### config.mk
export PLATFORM = sky130hd
export DESIGN_NAME = pncal_core
export DESIGN_NICKNAME = d
export VERILOG_FILES = /design/src/rtl/pncal_pkg.sv /design/src/rtl/pncal_lfsr.sv /design/src/rtl/pncal_align.sv /design/src/rtl/pncal_accum.sv /design/src/rtl/pncal_core.sv
export SDC_FILE = /design/constraint.sdc
export NUM_CORES = 1
export LEC_CHECK = 0
export BUFFER_PORTS_ARGS = -buffer_cell sky130_fd_sc_hd__buf_2
export CAP_MARGIN = 5
export CORE_AREA = 2 2 179 181
export DETAILED_ROUTE_END_ITERATION = 10
export DIE_AREA = 0 0 181 183
export GPL_ROUTABILITY_DRIVEN = 0
export PLACE_DENSITY = 0.53
export SLEW_MARGIN = 20
export SYNTH_ARGS = -nofsm -noshare
export SYNTH_HDL_FRONTEND = slang
export SYNTH_SLANG_ARGS = --single-unit
### constraint.sdc
create_clock -name clk -period 8 [get_ports clk]
set_input_delay 1.6 -clock clk [delete_from_list [all_inputs] [get_ports clk]]
set_output_delay 1.6 -clock clk [all_outputs]
set_load 0.02 [all_outputs]
### src/rtl/pncal_pkg.sv
package pncal_pkg;
  localparam int LOG2W = 5;

  function automatic logic [LOG2W-1:0] clamp_log2(input logic [LOG2W-1:0] req,
                                                  input int lo, input int hi);
    if (int'(req) < lo) return LOG2W'(lo);
    if (int'(req) > hi) return LOG2W'(hi);
    return req;
  endfunction
endpackage

### src/rtl/pncal_lfsr.sv
module pncal_lfsr #(
  parameter int          SW   = 23,
  parameter int          TAP  = 18,
  parameter logic [SW-1:0] SEED = 23'h2A5F3C
) (
  input  logic          clk,
  input  logic          rst,
  output logic [SW-1:0] state_q,
  output logic          pn
);
  logic fb;
  assign fb = state_q[SW-1] ^ state_q[TAP-1];

  always_ff @(posedge clk) begin
    if (rst) state_q <= SEED;
    else     state_q <= {state_q[SW-2:0], fb};
  end

  assign pn = state_q[SW-1];
endmodule

### src/rtl/pncal_align.sv
module pncal_align #(
  parameter int LAT = 4
) (
  input  logic clk,
  input  logic rst,
  input  logic pn_in,
  output logic pn_al
);
  generate
    if (LAT == 1) begin : g_one
      logic q;
      always_ff @(posedge clk) begin
        if (rst) q <= 1'b0;
        else     q <= pn_in;
      end
      assign pn_al = q;
    end else begin : g_many
      logic [LAT-1:0] sr;
      always_ff @(posedge clk) begin
        if (rst) sr <= '0;
        else     sr <= {sr[LAT-2:0], pn_in};
      end
      assign pn_al = sr[LAT-1];
    end
  endgenerate
endmodule

### src/rtl/pncal_accum.sv
module pncal_accum
  import pncal_pkg::*;
#(
  parameter int CW   = 12,
  parameter int MMIN = 8,
  parameter int MMAX = 20
) (
  input  logic                 clk,
  input  logic                 rst,
  input  logic                 pn_al,
  input  logic signed [CW-1:0] code_in,
  input  logic signed [CW-1:0] vcal_ideal,
  input  logic [LOG2W-1:0]     win_log2,
  output logic signed [CW-1:0] vcal_meas,
  output logic signed [CW:0]   err_est,
  output logic                 est_vld,
  output logic [LOG2W-1:0]     m_cur
);
  localparam int ACCW = CW + MMAX + 1;
  localparam int CNTW = MMAX + 1;

  logic signed [ACCW-1:0] acc_q, term, acc_nx, shifted;
  logic [CNTW-1:0]        cnt_q, lim;
  logic                   last;
  logic signed [CW-1:0]   meas_d;

  always_comb begin
    term    = {{(ACCW-CW){code_in[CW-1]}}, code_in};
    if (!pn_al) term = -term;
    acc_nx  = acc_q + term;
    shifted = acc_nx >>> m_cur;
    meas_d  = shifted[CW-1:0];
    lim     = (CNTW'(1) << m_cur) - CNTW'(1);
    last    = (cnt_q == lim);
  end

  always_ff @(posedge clk) begin
    if (rst) begin
      acc_q     <= '0;
      cnt_q     <= '0;
      m_cur     <= clamp_log2(win_log2, MMIN, MMAX);
      vcal_meas <= '0;
      err_est   <= '0;
      est_vld   <= 1'b0;
    end else if (last) begin
      acc_q     <= '0;
      cnt_q     <= '0;
      m_cur     <= clamp_log2(win_log2, MMIN, MMAX);
      vcal_meas <= meas_d;
      err_est   <= {meas_d[CW-1], meas_d} - {vcal_ideal[CW-1], vcal_ideal};
      est_vld   <= 1'b1;
    end else begin
      acc_q   <= acc_nx;
      cnt_q   <= cnt_q + CNTW'(1);
      est_vld <= 1'b0;
    end
  end
endmodule

### src/rtl/pncal_core.sv
module pncal_core
  import pncal_pkg::*;
#(
  parameter int            CW   = 12,
  parameter int            LAT  = 4,
  parameter int            MMIN = 8,
  parameter int            MMAX = 20,
  parameter logic [22:0]   SEED = 23'h2A5F3C
) (
  input  logic                 clk,
  input  logic                 rst,
  input  logic signed [CW-1:0] code_in,
  input  logic signed [CW-1:0] vcal_ideal,
  input  logic [4:0]           win_log2,
  output logic                 pn_out,
  output logic signed [CW:0]   corr_out,
  output logic signed [CW-1:0] vcal_meas,
  output logic signed [CW:0]   err_est,
  output logic                 est_vld
);
  logic [22:0]      lfsr_q;
  logic             pn_al;
  logic [LOG2W-1:0] m_cur;
  logic signed [CW:0] code_x, meas_x;

  pncal_lfsr #(.SW(23), .TAP(18), .SEED(SEED)) u_lfsr (
    .clk(clk), .rst(rst), .state_q(lfsr_q), .pn(pn_out));

  pncal_align #(.LAT(LAT)) u_align (
    .clk(clk), .rst(rst), .pn_in(pn_out), .pn_al(pn_al));

  pncal_accum #(.CW(CW), .MMIN(MMIN), .MMAX(MMAX)) u_accum (
    .clk(clk), .rst(rst), .pn_al(pn_al), .code_in(code_in),
    .vcal_ideal(vcal_ideal), .win_log2(win_log2), .vcal_meas(vcal_meas),
    .err_est(err_est), .est_vld(est_vld), .m_cur(m_cur));

  assign code_x = {code_in[CW-1], code_in};
  assign meas_x = {vcal_meas[CW-1], vcal_meas};

  always_ff @(posedge clk) begin
    if (rst)        corr_out <= '0;
    else if (pn_al) corr_out <= code_x - meas_x;
    else            corr_out <= code_x + meas_x;
  end
endmodule

[Word-level counts from Yosys, hierarchy flattened]
Cells that the tools add are included.
Word-level totals
  register bits: 125
  bits in latches: 0
  bits in writable memories: 0
  memory bits (read-only): 0
  bits of input ports: 31
  output and inout port bits: 40
  logic and storage cells: 45
  memories kept: 0
Cells by class
  add/sub/neg operators: 7
  multipliers: 0
  divide/modulo/power cells: 0
  magnitude comparators: 2
  equal/unequal tests: 1
  shift-type cells: 2
  multiplexer cells: 21
  bitwise gates (word level): 1
  reduce and logical (&&, ||, !) cells: 2
Operators by type and width (number)
  $mux 5: 8
  $add 33x33->33: 1
  $mux 33: 1
  $neg 12->33: 1
  $sshr 33x5->12: 1
  $sub 12x12->13: 2
  $add 21x1->21 const B: 1
  $eq 21x21->1: 1
  $shl 1x5->21 const A: 1
  $sub 21x2->21 const B: 1
  $add 12x12->13: 1
  $mux 13: 1
  $mux 1: 11
  $gt 5x5->1 const B: 1
  $lt 5x4->1 const B: 1
  $reduce_bool 2->1: 1
  $reduce_or 2->1: 1
  $xor 1x1->1: 1

[Longest topological paths before layout]
Gate-level depths: netlist of the first run.
  depth after elaboration: 12
  depth in mapped cells: 31
  gate-level depth less buffers: 30

[By module]
A second synthesis of the first run with hierarchy kept.
Second synthesis, totals
  cells, all modules: 1508
  area total of the unflattened synthesis: 11405.9 um^2
Modules (own cells, without submodules)
  pncal_accum: instances 1, cells each 1300, area each 9412.8 um^2, sequential area each 1751.7 um^2
  pncal_core: instances 1, cells each 150, area each 1243.7 um^2, sequential area each 260.2 um^2
  pncal_lfsr: instances 1, cells each 50, area each 644.4 um^2, sequential area each 460.4 um^2
  pncal_align: instances 1, cells each 8, area each 105.1 um^2, sequential area each 80.1 um^2

[Worst setup path after synthesis of the first run]
OpenSTA, ideal clock, no wires.
  path kind: input -> register
  start point: in code_in[4]
  end point: reg u_accum.err_est[12]
  setup time: 0.060 ns
  data arrival time: 8.000 ns
  data required time: 7.940 ns
  slack: -0.060 ns
  stages: 29
  path buffers: 0
  cell sequence: or3_1 > or3_1 > nor3b_1 > nand2_1 > ha_1 > a21oi_1 > ha_1 > a21oi_1 > o21ai_1 > a2111oi_0 > nor2_1 > nor3_1 > nor3_1 > nor3_1 > nor3_1 > o31ai_1 > ha_1 > inv_1 > fa_1 > a21o_1 > a21oi_1 > o21ai_0 > a21oi_1 > o21ai_0 > a21oi_1 > o21bai_1 > a21o_1 > a2111oi_0 > o311a_1
Between the ends
  cells in the longest elaborated chain, start to end: 5
RTL lines
  start, declared: line pncal_core.sv:12  | input logic signed [CW-1:0] code_in,
  $neg 12->33: line pncal_accum.sv:29  | if (!pn_al) term = -term;
  $mux 33 *: line pncal_accum.sv:29
  $add 33x33->33 *: line pncal_accum.sv:30  | acc_nx = acc_q + term;
  $sshr 33x5->12 *: line pncal_accum.sv:31  | shifted = acc_nx >>> m_cur;
  $sub 12x12->13 *: line pncal_accum.sv:50  | err_est <= {meas_d[CW-1], meas_d} - {vcal_ideal[CW-1], vcal_ideal};
  end signal, assigned: line pncal_accum.sv:50
  end, declared: line pncal_accum.sv:15  | output logic signed [CW:0] err_est,
Every way passes the cells marked *; elsewhere a longest branch is shown, timed or not.
A chain may end at the register's enable or synchronous reset.

[Worst setup path after layout of the first run]
Same ends and word-level chain as after synthesis.

==> results of run 1 <==
[synthesized netlist by cell type (6+ instances only)]
master       n
nor2_1     176
nand2_1    124
dfxtp_1    120
a21oi_1     92
o21ai_0     75
ha_1        66
inv_1       62
xnor2_1     62
nor3_1      57
clkbuf_1    49
xor2_1      40
nand3_1     39
buf_2       28
or2_2       23
a211oi_1    22
nand4_1     22
nor2b_1     21
mux2i_1     19
and3_1      18
o21a_1      18
or3_1       17
a31oi_1     16
and2_1      14
nor4_1      13
a21o_1      12
o211ai_1    12
o31ai_1     12
o21ai_1     11
a2111oi_0   10
mux4_2      10
a211o_1      9
o22ai_1      9
and4_1       8
nand2b_1     8
a21oi_2      6
o221ai_1     6
[what timing repair did]
| action | CTS | global route |
|---|---|---|
| setup buffers | 1 | 9 |
| endpoints found under the hold margin | 0 | 0 |
| resized for setup | 16 | 78 |
| endpoints found under the setup margin | 6 | 8 |
| pin swaps | 6 | 28 |
[cell families after synthesis]
logic type                 after synthesis  share of synthesized area, %
and+or+nand+nor                        570                          26.0
AOI/OAI and AO/OA                      384                          23.9
buffers and inverters                  149                          5.71
DFF                                    125                          23.6
xor gates and xnor gates               102                          8.26
adders and majority gates               70                          8.29
muxes                                   33                          4.26
[power by group]
group,internal [mW],switching (mW),total [mW]
registers,0.714,0.0382,0.752
clock network,0.419,0.368,0.787
logic,1.54,1.72,3.27
[metal layers]
layer  vias up  GRT usage [%]  part of all wire [%]
li1       5725              -                     -
met1      5548           30.5                    45
met2       338           38.6                    47
met3        63           3.59                   4.8
met4         0           7.64                   2.6
met5         -              0                     0
[final cells by class]
type | count | area [um^2]
fill | 3162 | 16900
inverter | 65 | 244
clock buffer | 17 | 425
timing repair buffer | 327 | 2320
clock inverter | 15 | 163
tap | 402 | 503
sequential | 125 | 2550
multi-input combinational | 1159 | 8090
[registers in the layout, summed over array words and instances (netlist names)]
signal	count
u_accum.acc_q	33
u_lfsr.state_q	23
u_accum.cnt_q	21
corr_out	13
u_accum.err_est	13
u_accum.vcal_meas	12
u_accum.m_cur	5
u_align.g_many.sr	4
u_accum.est_vld	1
[how the worst max path moves through the flow]
stage / start / to / slack (ns) / cells after the start
after detailed placement: code_in[4] / u_accum.err_est[12] / -0.80 / 32
after CTS: code_in[4] / u_accum.err_est[12] / 0.01 / 36
final: code_in[4] / u_accum.err_est[12] / 0.32 / 33
after global placement: code_in[4] / u_accum.err_est[12] / -0.68 / 34
after floorplan: code_in[4] / u_accum.err_est[12] / 0.14 / 29
after global routing: code_in[4] / u_accum.err_est[12] / -0.03 / 33
[metrics by stage]
| step | hold WS, ns | total power, mW | instance area [um^2] |
|---|---|---|---|
| floorplan | 0.389 | 2.42 | 10800 |
| global placement | 0.391 | 3.75 | 13200 |
| detailed placement | 0.394 | 3.76 | 13200 |
| CTS | 0.407 | 4.60 | 13800 |
| global route | 0.414 | 5.12 | 14300 |
| finish | 0.405 | 4.81 | 14300 |
==> impl_results.md, run 1 <==
- Clock Skew: roughly 0.011 ns
- Chip height: 183 um
- WP buf/inv: 7
- Synth Area per Inst: roughly 7.5 um^2
- Final setup violation count: 0
- Synth top area cells: dfxtp_1 22%, ha_1 7.6%, nor2_1 6.1%, xnor2_1 5.0%, nand2_1 4.3%
- Slew HR: 28.7%
- MaxCap Viol Count: 0
- Worst VDD drop: between 0.15 and 0.2 mV
- Yosys warns: 0
- Yosys top cell area share: between 20% and 30%
- Pin count of the biggest net entering global routing: a little under 70
- Hold buffers post-CTS: 0
- Vias: 11700
- Cell Area, Synth: 10800 um^2
- Commonest non-fill, non-tap cell in the layout: buf_4
- Setup_tns: 0 ns
- Clock Sinks: between 100 and 150
- Outcome: finished clean
- Gr usage total: between 20 and 25%
- Core area: between 30000 and 40000 um^2
- Post-synth EDFFs: 5
- Skew-Pair Late Insertion Delay: 0.44 ns
- Via-to-Cell Ratio: 5.53
- Startpoint class of the critical path: primary input
- Net Count, Synth: about 1500
- Drt first pass iters: 7
- Top delay family on crit path: compound AO/OA/AOI/OAI gates
- Critical Path Fanout Max: 6
- Layout cell share with drive strength beyond 1: about 29%
- Slew Limit Fails: 0
- Initial DRC count: 1001
- CTS tree: done
- Crit-path max cell delay: between 0.3 and 0.4 ns
- Wirelength, routed: slightly below 40000 um
- Hold Vio Cnt, Final: 0
- Crit path required time: 8.38 ns
- Tcrit/Tclk final: 96.0%
- Power Dens Cells: 336 nW/um^2
- DRC viols: 0
- Critical path's slowest cell: ha_1
- Hold path endpoint: u_lfsr.state_q[2]
- Clock root buffer master: clkbuf_16
- Crit. End Element: register
- Most frequent CP cell: buf_4
- Hold path startpoint: u_lfsr.state_q[1]
- Cell count of the worst reg-to-reg path: 31
- Register bit count reported by yosys: 125
- H-tree Lvls: 4
- Seq/Total Area, Yosys: 23.6%
- Diode count: 0
- Nets@finish: ~1800
- HP Class: reg -> reg
- Port Buf Inserts: 70
- Hold Path Depth: 1
- Crit path kind: in -> reg
- Share of synthesized flip-flops with an asynchronous set or reset: 0%
- DP Worst Slack: -0.802 ns
- IO Pins: 71
- Clock period minus worst slack: 7.68 ns
- Initial antenna violation count: 0
- Grt total ovfl: 0
- Slew @ Worst Pin: 1.07 ns
- Commonest cells after routing, fill and taps aside: 252 x buf_4, 175 x nor2_1, 124 x nand2_1, 120 x dfxtp_1, 81 x a21oi_1
- Row count: 65
- Vias in the first global route: 11000
- Initial Util: between 30% and 40%
- Wirelength per Cell: roughly 18 um
- PnR worst setup slack: around 0.32 ns
- R2r endpoint: u_accum.err_est[12]
- Antenna viol nets, final: 0
- FMAX: 130 MHz
- Clk pin slew, worst setup/hold paths: around 0.07 ns
- Placed Instances: 2068
- Final HPWL DP: 29700 um
- Area Growth Syn to Fin: 32.2%
- Critical R2R Launch: u_align.g_many.sr[3]
- Clk buf depth: 2
- Leak pwr: about 6 nW
- Final core utilization: 45.8%
- Cell taking the most area after synthesis: dfxtp_1
- Top_reg_cell synth: dfxtp_1
- Area of the die: 33100 um^2
- Mapped Cells: approximately 1400
- R2r setup slk: ~1.2 ns
- Die W: 181 um
- First-pass GRT wire length: between 60000 and 70000 um
- Arrival @ worst endpoint: roughly 8.1 ns
- Clock buffer count from CTS: 17
- Synth unique cells: 97
- Layout Cells excl Fill: 2110
Power figures use the tool's default switching activity.
==> inputs of run 2 (changes only) <==
--- a/config.mk
+++ b/config.mk
@@ -7,11 +7,11 @@
 export LEC_CHECK = 0
 export BUFFER_PORTS_ARGS = -buffer_cell sky130_fd_sc_hd__buf_2
 export CAP_MARGIN = 5
-export CORE_AREA = 2 2 179 181
+export CORE_AREA = 2 2 211 213
 export DETAILED_ROUTE_END_ITERATION = 10
-export DIE_AREA = 0 0 181 183
+export DIE_AREA = 0 0 213 215
 export GPL_ROUTABILITY_DRIVEN = 0
-export PLACE_DENSITY = 0.53
+export PLACE_DENSITY = 0.44
 export SLEW_MARGIN = 20
 export SYNTH_ARGS = -nofsm -noshare
 export SYNTH_HDL_FRONTEND = slang
==> run 2 against run 1 <==
  * Register-to-register slack gained 0.49 ns
  * Sequential cell count is the same
  * Sequential power shrank 0.7%
  * Sequential share of layout area shrank 0.30 points
  * Clock power is essentially flat
  * Clock skew grew 0.017 ns
  * Clock-buffer cell count is the same
  * Combinational power is essentially flat
  * Utilization shrank 12 points
==> impl_results.md, run 2 (same netlist as run 1, synthesis figures left out) <==
- IO Pins: 71 (unchanged)
- H-tree Lvls: 4 (unchanged)
- Commonest non-fill, non-tap cell in the layout: buf_4
- Outcome: finished clean
- Initial antenna violation count: 0 (unchanged)
- Wirelength, routed: 41600 um (+8.0%)
- Startpoint class of the critical path: primary input
- Initial DRC count: 836 (-16%)
- Design area: 14500 um^2 (+1.7%)
- Diode count: 0 (unchanged)
- Skew-Pair Late Insertion Delay: 0.47 ns (+0.03 ns)
- Clock Skew: 0.0278 ns (+0.0167 ns)
- Hold Vio Cnt, Final: 0 (unchanged)
- Row count: 77 (+18%)
- Design Power: 4.83 mW (+0.40%)
- Hold path startpoint: u_lfsr.state_q[1]
- CTS tree: done
- Antenna viol nets, final: 0 (unchanged)
- Area of the die: 45800 um^2 (+38%)
- DP Worst Slack: -0.920 ns (-0.118 ns)
- Top reg by flops: u_accum.acc_q
- Clk pin slew, worst setup/hold paths: 0.07 ns (about the same)
- Worst Setup SP: code_in[4]
- Post-Place Cell Area: 13600 um^2 (+3.1%)
- Critical Path Fanout Max: 5 (-1)
- PnR worst setup slack: 0.308 ns (-0.0128 ns)
- Final setup violation count: 0 (unchanged)
- Clock period minus worst slack: 7.69 ns (+0.0128 ns)
- Tcrit/Tclk final: 96.2% (+0.16 points)
- Worst VDD drop: 0.159 mV (-4.5%)
- Core area: 43600 um^2 (+40%)
- Crit path kind: in -> reg
- Final HPWL DP: 32400 um (+8.8%)
- DRC viols: 0 (unchanged)
- Clock buffer count from CTS: 17 (unchanged)
- Crit. End Element: register
- MaxCap Viol Count: 0 (unchanged)
- Arrival @ worst endpoint: 8.10 ns (+0.04 ns)
- Slew @ Worst Pin: 0.968 ns (-0.101 ns)
- Clock Sinks: 125 (unchanged)
- Vias: 11700 (+0.45%)
- Slew HR: 35.0% (+6.3 points)
- Pin count of the biggest net entering global routing: 57 (-16%)
- Gr usage total: 18.5% (-4.6 points)
- Setup_tns: 0 ns (unchanged)
- Drt first pass iters: 5 (-2)
- Critical R2R Launch: u_align.g_many.sr[3]
- Most frequent CP cell: buf_4
- Clk buf depth: 2 (unchanged)
- Biggest regs: u_accum.acc_q (33), u_lfsr.state_q (23), u_accum.cnt_q (21)
- Area Growth Syn to Fin: 34.4%
- FMAX: 130 MHz (-0.17%)
- Clock root buffer master: clkbuf_16
- Max reg flops: 33 (unchanged)
- Crit path required time: 8.41 ns (+0.03 ns)
- Grt total ovfl: 0 (unchanged)
- Slew Limit Fails: 0 (unchanged)
- First-pass GRT wire length: 65100 um (+7.6%)
- Leak pwr: 6.10 nW (+1.7%)
- HP Class: reg -> reg
- Wirelength per Cell: 17.9 um (-1.8%)
- Die W: 213 um (+18%)
- RSZ-0062 raised after global routing: yes
- Vias in the first global route: 11500 (+4.0%)
- Via-to-Cell Ratio: 5.05 (-8.6%)
- Layout cell share with drive strength beyond 1: 28.8% (+0.13 points)
- Power Dens Cells: 332 nW/um^2 (-1.3%)
- Critical path's slowest cell: a221oi_1
- Nets@finish: 1815 (+1.1%)
- Crit-path max cell delay: 0.46 ns (+0.07 ns)
- Chip height: 215 um (+17%)
- Commonest cells after routing, fill and taps aside: 274 x buf_4, 176 x nor2_1, 124 x nand2_1, 120 x dfxtp_1, 81 x a21oi_1
- Port Buf Inserts: 70 (unchanged)
- Initial Util: 24.8% (-9.8 points)
-- run 2: metal layers --
layer | wire [um] | GRT usage (%) | part of all wire (%)
met5 | 0 | 0 | 0
met4 | 961 | 5.80 | 2.3
met3 | 1910 | 3.01 | 4.6
met2 | 19600 | 30.4 | 47
met1 | 19100 | 24.4 | 46
-- run 2: path summary, 6_finish.rpt --
path,depth (start not counted),to,slack [ns]
setup / recovery,35,u_accum.err_est[12],0.31
hold / removal,1,u_lfsr.state_q[2],0.41
setup reg to reg,30,u_accum.err_est[12],1.70
hold reg to reg,1,u_lfsr.state_q[2],0.41
-- run 2: power by group --
group / internal, mW / switching [mW] / total [mW] / leakage, nW
Combinational: 1.56 / 1.74 / 3.29 / 4.78
Sequential: 0.714 / 0.0335 / 0.747 / 1.04
Clock: 0.418 / 0.367 / 0.785 / 0.287
Total: 2.69 / 2.14 / 4.83 / 6.10
-- run 2: critical path, delay by kind of cell --
family	cells	cell delay, ns
adders and majority gates	4	0.95
and+or+nand+nor	7	1.57
buffers and inverters	9	1.19
AOI/OAI and AO/OA	15	2.81
-- run 2: layout make-up --
class	count	area [um^2]
Inverter	65	244
Clock inverter	15	165
Timing Repair Buffer	347	2460
Fill cell	4718	29100
Multi-Input combinational cell	1159	7950
Tap cell	592	741
Clock buffer	17	425
Sequential cell	125	2550
-- run 2: what timing repair did --
action / CTS / global route
pin swaps: 0 / 22
hold buffers: 0 / 0
gates resized for setup: 14 / 58
setup buffers: 1 / 7
endpoints found under the setup margin: 6 / 7
-- run 2: stage by stage --
step | util (%) | instances | hold slack [ns]
after detailed placement | 31.1 | 2280 | 0.396
after global placement | 31.1 | 2280 | 0.392
final | 33.3 | 2320 | 0.410
after CTS | 32.6 | 2313 | 0.414
after floorplan | - | 1433 | 0.389
after global routing | 33.3 | 2320 | 0.418
==> inputs of run 3 (changes only) <==
--- a/config.mk
+++ b/config.mk
@@ -11,6 +11,7 @@
 export DETAILED_ROUTE_END_ITERATION = 10
 export DIE_AREA = 0 0 213 215
 export GPL_ROUTABILITY_DRIVEN = 0
+export MAX_ROUTING_LAYER = met4
 export PLACE_DENSITY = 0.44
 export SLEW_MARGIN = 20
 export SYNTH_ARGS = -nofsm -noshare
==> run 3 against run 2 <==
  * Clock power up 0.6%
  * Clock skew is 0.013 ns lower
  * Combinational power hardly changed
  * Sequential power barely moved
  * Hold slack unchanged
  * Power about the same
  * Cell count unchanged
==> impl_results.md, run 3 (same netlist as run 1, synthesis figures left out) <==
- Layout cell share with drive strength beyond 1: 28.8% (unchanged)
- Hold path startpoint: u_lfsr.state_q[1]
- Critical R2R Launch: u_align.g_many.sr[3]
- Drt first pass iters: 7 (+2)
- Pin count of the biggest net entering global routing: 57 (unchanged)
- Commonest cells after routing, fill and taps aside: 274 x buf_4, 176 x nor2_1, 124 x nand2_1, 120 x dfxtp_1, 81 x a21oi_1
- Vias in the first global route: 11500 (+0.31%)
- Final core utilization: 33.3% (unchanged)
- Crit path kind: in -> reg
- Leak pwr: 6.10 nW (about the same)
- Hold buffers post-CTS: 0 (unchanged)
- Critical Path Fanout Max: 5 (unchanged)
- Commonest non-fill, non-tap cell in the layout: buf_4
- FMAX: 130 MHz (about the same)
- Core area: 43600 um^2 (unchanged)
- Initial antenna violation count: 0 (unchanged)
- Outcome: finished clean
- Area of the die: 45800 um^2 (unchanged)
- Top reg by flops: u_accum.acc_q
- First-pass GRT wire length: 65100 um (about the same)
- Biggest regs: u_accum.acc_q (33), u_lfsr.state_q (23), u_accum.cnt_q (21)
- Diode count: 0 (unchanged)
- Chip height: 215 um (unchanged)
- Tcrit/Tclk final: 96.2% (about the same)
- Final setup violation count: 0 (unchanged)
- Arrival @ worst endpoint: 8.10 ns (about the same)
- Clock Sinks: 125 (unchanged)
- Design area: 14500 um^2 (unchanged)
- Final HPWL DP: 32400 um (unchanged)
- Row count: 77 (unchanged)
- Clk buf depth: 2 (unchanged)
- MaxCap Viol Count: 0 (unchanged)
- Initial DRC count: 868 (+3.8%)
- Area Growth Syn to Fin: 34.4% (unchanged)
- Max reg flops: 33 (unchanged)
- Antenna viol nets, final: 0 (unchanged)
- Port Buf Inserts: 70 (unchanged)
- Hold Path Depth: 1 (unchanged)
- Cell count of the worst reg-to-reg path: 30 (unchanged)
- Grt total ovfl: 0 (unchanged)
- PnR worst setup slack: 0.307 ns (-0.000482 ns)
- Placed Instances: 2280 (unchanged)
- Slew @ Worst Pin: 0.961 ns (-0.00623 ns)
- Vias: 11700 (-0.0085%)
- HP Class: reg -> reg
- Wirelength, routed: 41500 um (-0.16%)
- Clock buffer count from CTS: 17 (unchanged)
- Via-to-Cell Ratio: 5.05 (about the same)
- RSZ-0062 raised after global routing: yes
- Crit. End Element: register
- Clock root buffer master: clkbuf_16
- Hold Vio Cnt, Final: 0 (unchanged)
- Wirelength per Cell: 17.9 um (-0.16%)
- Crit-path max cell delay: 0.44 ns (-0.02 ns)
- Slew Limit Fails: 0 (unchanged)
- Worst Setup SP: code_in[4]
- Slew HR: 35.4% (+0.42 points)
- Critical path's slowest cell: a221oi_1
- CTS tree: done
- H-tree Lvls: 4 (unchanged)
- DRC viols: 0 (unchanged)
- Nets@finish: 1815 (unchanged)
- Clock period minus worst slack: 7.69 ns (+0.000482 ns)
- Die W: 213 um (unchanged)
- DP Worst Slack: -0.920 ns (unchanged)
- Clock Skew: 0.0145 ns (-0.0133 ns)
- Startpoint class of the critical path: primary input
- Skew-Pair Late Insertion Delay: 0.46 ns (about the same)
- Most frequent CP cell: buf_4
- Clk pin slew, worst setup/hold paths: 0.07 ns (about the same)
- Post-Place Cell Area: 13600 um^2 (unchanged)
- Layout Cells excl Fill: 2320 (unchanged)
- Power Dens Cells: 332 nW/um^2 (about the same)
- Gr usage total: 19.0% (+0.54 points)
- IO Pins: 71 (unchanged)
- Crit path required time: 8.41 ns (about the same)
- Worst VDD drop: 0.160 mV (+1.0%)
- Initial Util: 24.8% (unchanged)
[run 3: path summary, 6_finish.rpt]
path / endpoint / slack, ns
min reg2reg: u_lfsr.state_q[2] / 0.41
max reg2reg: u_accum.err_est[12] / 1.69
max: u_accum.err_est[12] / 0.31
min: u_lfsr.state_q[2] / 0.41
[run 3: per-stage QoR]
stage | hold WS (ns) | power, mW | TNS (ns)
finish | 0.410 | 4.83 | 0
global route | 0.418 | 5.18 | -0.0807
CTS | 0.414 | 4.70 | -0.0614
detailed placement | 0.396 | 3.86 | -4.45
global placement | 0.392 | 3.85 | -4.49
floorplan | 0.389 | 2.42 | 0
[run 3: area by class of cell]
cell class | count | area, um^2
Fill cell | 4717 | 29100
Multi-Input combinational cell | 1159 | 7950
Sequential cell | 125 | 2550
Timing Repair Buffer | 347 | 2460
Tap cell | 592 | 741
Clock buffer | 17 | 425
Inverter | 65 | 244
Clock inverter | 15 | 165
[run 3: per-layer routing]
| metal | GRT usage [%] | wire length, um | vias up |
|---|---|---|---|
| met5 | - | 0 | - |
| met4 | 5.52 | 878 | 0 |
| met3 | 3.21 | 1690 | 49 |
| met2 | 30.5 | 19700 | 261 |
| met1 | 24.4 | 19200 | 5647 |
| li1 | - | - | 5768 |
[run 3: worst max-delay path, delay by kind of cell]
family / cells / cell delay [ns]
adders and majority gates: 4 / 0.95
and+or+nand+nor: 7 / 1.58
buffers and inverters: 9 / 1.18
AOI/OAI and AO/OA: 15 / 2.78
[run 3: report_power, final]
group	internal (mW)	total [mW]	leakage (nW)	switching (mW)
Sequential	0.714	0.748	1.04	0.0338
Clock	0.418	0.790	0.287	0.372
Combinational	1.56	3.29	4.78	1.74
Total	2.69	4.83	6.10	2.14
[run 3: what timing repair did]
action	in CTS	in global routing
buffers inserted	1	7
setup endpoints to repair	6	7
hold endpoints to repair	0	0
pin swaps	0	21
resized for setup	14	58
